## config.mk

```make
export PLATFORM = sky130hd
export DESIGN_NAME = bus_handoff_ctrl
export DESIGN_NICKNAME = d
export VERILOG_FILES = /design/src/rtl/bh_pkg.sv /design/src/rtl/bh_line_sense.sv /design/src/rtl/bh_release_gate.sv /design/src/rtl/bh_owner_fsm.sv /design/src/rtl/bus_handoff_ctrl.sv
export SDC_FILE = /design/constraint.sdc
export NUM_CORES = 1
export LEC_CHECK = 0
export CORE_AREA = 2 2 39 41
export DETAILED_ROUTE_END_ITERATION = 10
export DIE_AREA = 0 0 41 43
export PLACE_DENSITY_LB_ADDON = 0.3
export SETUP_SLACK_MARGIN = 0.5
export SYNTH_ARGS = -nofsm -noshare
export SYNTH_HDL_FRONTEND = slang
export SYNTH_SLANG_ARGS = --single-unit
```

## constraint.sdc

```tcl
create_clock -name clk -period 3.7 [get_ports clk]
set_clock_uncertainty 0.05 [all_clocks]
set_input_delay 0.74 -clock clk [delete_from_list [all_inputs] [get_ports clk]]
set_output_delay 0.74 -clock clk [all_outputs]
set_load 0.01 [all_outputs]
```

## src/rtl/bh_pkg.sv

```systemverilog
package bh_pkg;

  typedef enum logic [2:0] {
    PH_IDLE = 3'd0,
    PH_T1   = 3'd1,
    PH_T2   = 3'd2,
    PH_T3   = 3'd3,
    PH_TW   = 3'd4,
    PH_T4   = 3'd5
  } bus_phase_e;

  typedef enum logic [1:0] {
    ST_FREE = 2'd0,
    ST_HELD = 2'd1,
    ST_GAP  = 2'd2
  } own_state_e;

endpackage

```

## src/rtl/bh_line_sense.sv

```systemverilog
module bh_line_sense #(
  parameter int NCH = 2
) (
  input  logic           clk,
  input  logic           rst_n,
  input  logic [NCH-1:0] line_n,
  output logic [NCH-1:0] line_fall
);

  // one flop per line; a pulse is the high-to-low step seen at the edge
  for (genvar g = 0; g < NCH; g++) begin : g_ch
    logic prev_q;

    always_ff @(posedge clk or negedge rst_n) begin
      if (!rst_n) prev_q <= 1'b1;
      else        prev_q <= line_n[g];
    end

    assign line_fall[g] = prev_q & ~line_n[g];
  end

endmodule

```

## src/rtl/bh_release_gate.sv

```systemverilog
module bh_release_gate
  import bh_pkg::*;
(
  input  logic       clk,
  input  logic       rst_n,
  input  logic [2:0] phase_i,
  input  logic       lock_i,
  input  logic       word_lo_i,
  input  logic       ack_first_i,
  input  logic       any_pend_i,
  input  logic       any_req_i,
  output logic       slot_ok_o
);

  bus_phase_e ph;
  logic       arm_q, arm_d;

  assign ph = bus_phase_e'(phase_i);

  // arm: a request was present during the early part of this cycle
  always_comb begin
    arm_d = arm_q;
    if (ph == PH_T4 || ph == PH_IDLE)
      arm_d = 1'b0;
    else if ((ph == PH_T1 || ph == PH_T2) && (any_pend_i || any_req_i))
      arm_d = 1'b1;
  end

  always_ff @(posedge clk or negedge rst_n) begin
    if (!rst_n) arm_q <= 1'b0;
    else        arm_q <= arm_d;
  end

  always_comb begin
    slot_ok_o = 1'b0;
    if (!lock_i) begin
      if (ph == PH_IDLE)
        slot_ok_o = 1'b1;
      else if (ph == PH_T4 && arm_q && !word_lo_i && !ack_first_i)
        slot_ok_o = 1'b1;
    end
  end


  arm_late_chk: assert property (@(posedge clk) disable iff (!rst_n)
    (ph == PH_T3 && !arm_q) |=> !arm_q);

endmodule

```

## src/rtl/bh_owner_fsm.sv

```systemverilog
module bh_owner_fsm
  import bh_pkg::*;
#(
  parameter int NCH = 2
) (
  input  logic           clk,
  input  logic           rst_n,
  input  logic [NCH-1:0] line_fall,
  input  logic           slot_ok,
  output logic [NCH-1:0] req_evt,
  output logic [NCH-1:0] pend,
  output logic [NCH-1:0] gnt_n,
  output logic           float_o,
  output logic           holdoff_o
);

  localparam int IDW = (NCH > 1) ? $clog2(NCH) : 1;

  own_state_e     st_q;
  logic [IDW-1:0] owner_q, sel;
  logic [NCH-1:0] pend_q, clr;
  logic           grant_now, release_evt;

  // lowest index wins
  always_comb begin
    sel = '0;
    for (int i = NCH - 1; i >= 0; i--)
      if (pend_q[i]) sel = IDW'(i);
  end

  assign grant_now   = (st_q == ST_FREE) && (|pend_q) && slot_ok;
  assign release_evt = (st_q == ST_HELD) && line_fall[owner_q];
  assign clr         = grant_now ? (NCH'(1) << sel) : '0;

  for (genvar g = 0; g < NCH; g++) begin : g_ch
    assign gnt_n[g]   = ~(grant_now && (sel == IDW'(g)));
    assign req_evt[g] = line_fall[g]
                        && !((st_q == ST_HELD) && (owner_q == IDW'(g)))
                        && !(grant_now && (sel == IDW'(g)));
  end

  always_ff @(posedge clk or negedge rst_n) begin
    if (!rst_n) begin
      st_q    <= ST_FREE;
      owner_q <= '0;
      pend_q  <= '0;
    end else begin
      pend_q <= (pend_q | req_evt) & ~clr;
      unique case (st_q)
        ST_FREE: if (grant_now) begin
                   st_q    <= ST_HELD;
                   owner_q <= sel;
                 end
        ST_HELD: if (release_evt) st_q <= ST_GAP;
        ST_GAP:  st_q <= ST_FREE;
        default: st_q <= ST_FREE;
      endcase
    end
  end

  assign pend      = pend_q;
  assign float_o   = (st_q == ST_HELD);
  assign holdoff_o = float_o | grant_now;


  gnt_onehot_chk: assert property (@(posedge clk) disable iff (!rst_n)
    $onehot0(~gnt_n));


  gnt_single_chk: assert property (@(posedge clk) disable iff (!rst_n)
    (!(&gnt_n)) |=> (&gnt_n));


  float_follow_chk: assert property (@(posedge clk) disable iff (!rst_n)
    (!(&gnt_n)) |=> float_o);


  float_keep_chk: assert property (@(posedge clk) disable iff (!rst_n)
    (float_o && !(|line_fall)) |=> float_o);


  gap_quiet_chk: assert property (@(posedge clk) disable iff (!rst_n)
    $fell(float_o) |-> ((&gnt_n) && !holdoff_o));

endmodule

```

## src/rtl/bus_handoff_ctrl.sv

```systemverilog
module bus_handoff_ctrl
  import bh_pkg::*;
#(
  parameter int NCH = 2
) (
  input  logic           clk,
  input  logic           rst_n,
  input  logic [NCH-1:0] rq_line_n,
  input  logic [2:0]     bus_phase,
  input  logic           lock_active,
  input  logic           word_lo_cycle,
  input  logic           ack_first_cycle,
  output logic [NCH-1:0] gnt_drive_n,
  output logic           bus_float,
  output logic           seq_holdoff
);

  logic [NCH-1:0] fall, req_evt, pend;
  logic           slot_ok;

  bh_line_sense #(.NCH(NCH)) u_sense (
    .clk       (clk),
    .rst_n     (rst_n),
    .line_n    (rq_line_n),
    .line_fall (fall)
  );

  bh_release_gate u_gate (
    .clk         (clk),
    .rst_n       (rst_n),
    .phase_i     (bus_phase),
    .lock_i      (lock_active),
    .word_lo_i   (word_lo_cycle),
    .ack_first_i (ack_first_cycle),
    .any_pend_i  (|pend),
    .any_req_i   (|req_evt),
    .slot_ok_o   (slot_ok)
  );

  bh_owner_fsm #(.NCH(NCH)) u_fsm (
    .clk       (clk),
    .rst_n     (rst_n),
    .line_fall (fall),
    .slot_ok   (slot_ok),
    .req_evt   (req_evt),
    .pend      (pend),
    .gnt_n     (gnt_drive_n),
    .float_o   (bus_float),
    .holdoff_o (seq_holdoff)
  );


  grant_slot_chk: assert property (@(posedge clk) disable iff (!rst_n)
    (!(&gnt_drive_n)) |-> (bus_phase == PH_IDLE || bus_phase == PH_T4));


  grant_lock_chk: assert property (@(posedge clk) disable iff (!rst_n)
    (!(&gnt_drive_n)) |-> !lock_active);


  grant_qual_chk: assert property (@(posedge clk) disable iff (!rst_n)
    ((!(&gnt_drive_n)) && bus_phase == PH_T4) |-> (!word_lo_cycle && !ack_first_cycle));

endmodule

```

==> metrics.csv <==
stage,metric,value,unit
run_status,status,"complete, no violations",
yosys,avgSynthCellArea,10.8,µm²
yosys,synth_area,423,µm²
yosys,synth-edff-count,0,
floorplan,pin_count,14,
placed_design,gp_congestion,0.653,
final_layout,register_area,203,µm²
worst_setup_path,slowest_delay,0.49,ns
yosys,synth-compound-area-share,18.6,%
final_layout,multiInputGateArea,218,µm²
final_layout,diodes,0,
yosys,yosysMostFrequentCell,dfrtp_1,
drt,drt-total-wl,912,µm
worst_setup_path,endpoint_kind,output pin,
clock_network,cts.sinks,8,
floorplan,die_y,43,µm
power_and_ir_drop,p_leak,0.000254,µW
floorplan,die_area,1760,µm²
drt,dr.pass1.iters,4,
worst_setup_path,worstSetupPathType,input port to output pin,
worst_hold_path,worstHoldStart,u_gate.arm_q,
yosys,synth-main-ff-cell,dfrtp_1,
yosys,yosys-top-cells-count,"dfrtp_1 (6), a21oi_1 (4), nor2b_1 (3)",
yosys,synth_cells,39,
yosys,synth_top_area_share,35.5,%
grt,grt_pass1_vias,328,
grt,antenna_found_initial,0,
yosys,synth-xor-area-share,0,%
sta,drv_slew,0,
yosys,ys_seq_area_share,47.9,%
floorplan,coreArea,1380,µm²
drt,drc,0,
yosys,ys_ff_latch,8,
clock_network,clockBufferDepth,2,
sta,setup_slack,0.575,ns
grt,grt_max_degree,9,
sta,relSlewSlack,76.2,%
sta,max_freq,320,MHz
sta,fin_crit_sh,84.5,%
power_and_ir_drop,ir_worst_vdd,0.166,mV
grt,grt_pass1_wl,1390,µm
placed_design,dp_hpwl,685,µm
yosys,synth.area.mux_share,6.21,%
placed_design,place_ws,0.506,ns
drt,first_iter_violations,9,
clock_network,htree_levels,1,
power_and_ir_drop,power.density,457,nW/µm²
floorplan,die_x,41,µm
worst_setup_path,cp_common_cell,clkdlybuf4s50_1,
yosys,synth_top_family_by_area,simple AND/OR/NAND/NOR gates,
clock_network,root_buffer,clkbuf_4,
clock_network,cts_hold_buf,0,
final_layout,nets,69,
yosys,synthSimpleGateAreaFrac,25.4,%
yosys,async_reset_ff_share,100,%
yosys,ys_types,23,
yosys,syn_nets,49,
final_layout,fillers,132,
sta,rsz0062_at_grt,no,
sta,tns,0,ns
clock_network,tritoncts.num_buffers,3,
yosys,synthAdderAreaFrac,0,%
sta,hold_viol,0,
worst_setup_path,startpoint,bus_phase[1],
worst_setup_path,crit_path_max_fanout,5,
clock_network,insertion_delay,0.25,ns
flow_run,maxCapViolations,0,
grt,grt_usage,12.5,%
clock_network,cts_tree,yes,
yosys,synth_area_leader_cell,dfrtp_1,
worst_setup_path,cp-start-kind,input port,
worst_setup_path,required,2.91,ns
drt,ant_nets,0,
drt,vias_per_cell,4.72,
yosys,synth_area_leaders,"dfrtp_1 (36%), dfstp_2 (12%), nor4_4 (5.0%)",
floorplan,initial_core_util,30.6,%
grt,grt-ovfl-total,0,
floorplan,rows,14,
worst_setup_path,cp.arrival,2.33,ns
sta,setup-violations-final,0,
worst_setup_path,crit_chain,clkdlybuf4s50_1 > nor4_4 > o21ai_2 > nor2_4 > nand2_1 > clkdlybuf4s50_1,
sta,worst_pin_slew,0.356,ns
yosys,synth_warnings,0,
worst_setup_path,r2r-start,u_fsm.st_q[0],
worst_hold_path,min_path_type,flip-flop to flip-flop,
final_layout,drive_gt1_share,25.9,%
drt,vias,349,
power_and_ir_drop,power,285,µW
clock_network,path_clk_slew,0.06,ns
drt,wl_per_cell,12.3,µm
placed_design,portBuffers,13,
worst_setup_path,cp_slowest_cell,clkdlybuf4s50_1,
sta,min_period,3.12,ns
final_layout,area_growth,47.6,%
-- final timing paths --
path | endpoint | slack [ns] | cells after the start
max in group asynchronous | u_sense.g_ch[0].prev_q | 2.58 | 1
worst min-delay path | u_gate.arm_q | 0.51 | 1
min in group asynchronous | u_fsm.owner_q | 0.71 | 1
worst max-delay path | gnt_drive_n[0] | 0.58 | 6
worst max register to register | u_fsm.owner_q | 2.24 | 5
worst min register to register | u_gate.arm_q | 0.51 | 1
-- what timing repair did --
action	4_1_cts	5_1_grt
setup buffers	0	2
endpoints found under the setup margin	0	3
resized for setup	0	3
hold endpoints to repair	0	0
-- cells in the final DEF (no fill, tap or decap), drive strengths merged --
cell / instances
o21ai: 3
a22oi: 1
mux2: 2
buf: 2
a31oi: 1
dfstp: 2
nand2b: 2
clkdlybuf4s50: 11
nor4: 1
a21oi: 4
nor2: 2
nor3b: 1
nor2b: 3
o22ai: 2
dfrtp: 6
inv: 2
o21a: 1
and2: 1
nor3: 1
clkbuf: 4
nand2: 2
dlymetal6s2s: 2
or2: 1
nand3b: 1
-- layer usage --
layer  track usage, %  vias up  part of all wire, %
li1                 -      178                    -
met1             14.9      163                   45
met2             16.9        8                   50
met3             6.28        0                  4.8
met4             8.00        0                    0
met5                0        -                    0
-- layout make-up --
type | count | area share [%]
flip-flops and latches | 8 | 32.5
clock buffers | 4 | 4.21
repair buffers | 15 | 24.0
multi-input cells | 29 | 34.9
well taps | 16 | 3.21
inverters | 2 | 1.20
-- critical path: cells and delay by family --
family | cells | cell delay, ns
compound gates | 1 | 0.12
simple gates | 3 | 0.52
buf+inv | 2 | 0.96
-- power by group --
part           total [µW]  switching [µW]  leakage (µW)  internal, µW
combinational        89.8            39.0      0.000147          50.8
sequential            125            20.0     0.0000919           105
clock                70.6            29.4     0.0000150          41.2
-- cells by family (layout without fill, tap and decap cells) --
logic type	Yosys count	after routing
and+or+nand+nor	15	15
muxes	2	2
buffers and inverters	2	21
DFF	8	8
AOI/OAI and AO/OA	12	12
-- registers in the layout (all words and copies together), names as in the netlist --
register and count:
u_gate.arm_q 1, u_fsm.owner_q 1, u_fsm.pend 2, u_sense.g_ch.prev_q 2
u_fsm.st_q 2
-- metrics by stage --
step | cells | hold WS (ns) | area [µm²] | utilization (%)
floorplan | 39 | 0.394 | 423 | -
CTS | 72 | 0.500 | 599 | 43.3
finish | 74 | 0.506 | 624 | 45.1
global placement | 68 | 0.494 | 573 | 41.4
detailed placement | 68 | 0.485 | 573 | 41.4
global route | 74 | 0.513 | 624 | 45.1
No activity file was read; power rests on OpenSTA's default activity.
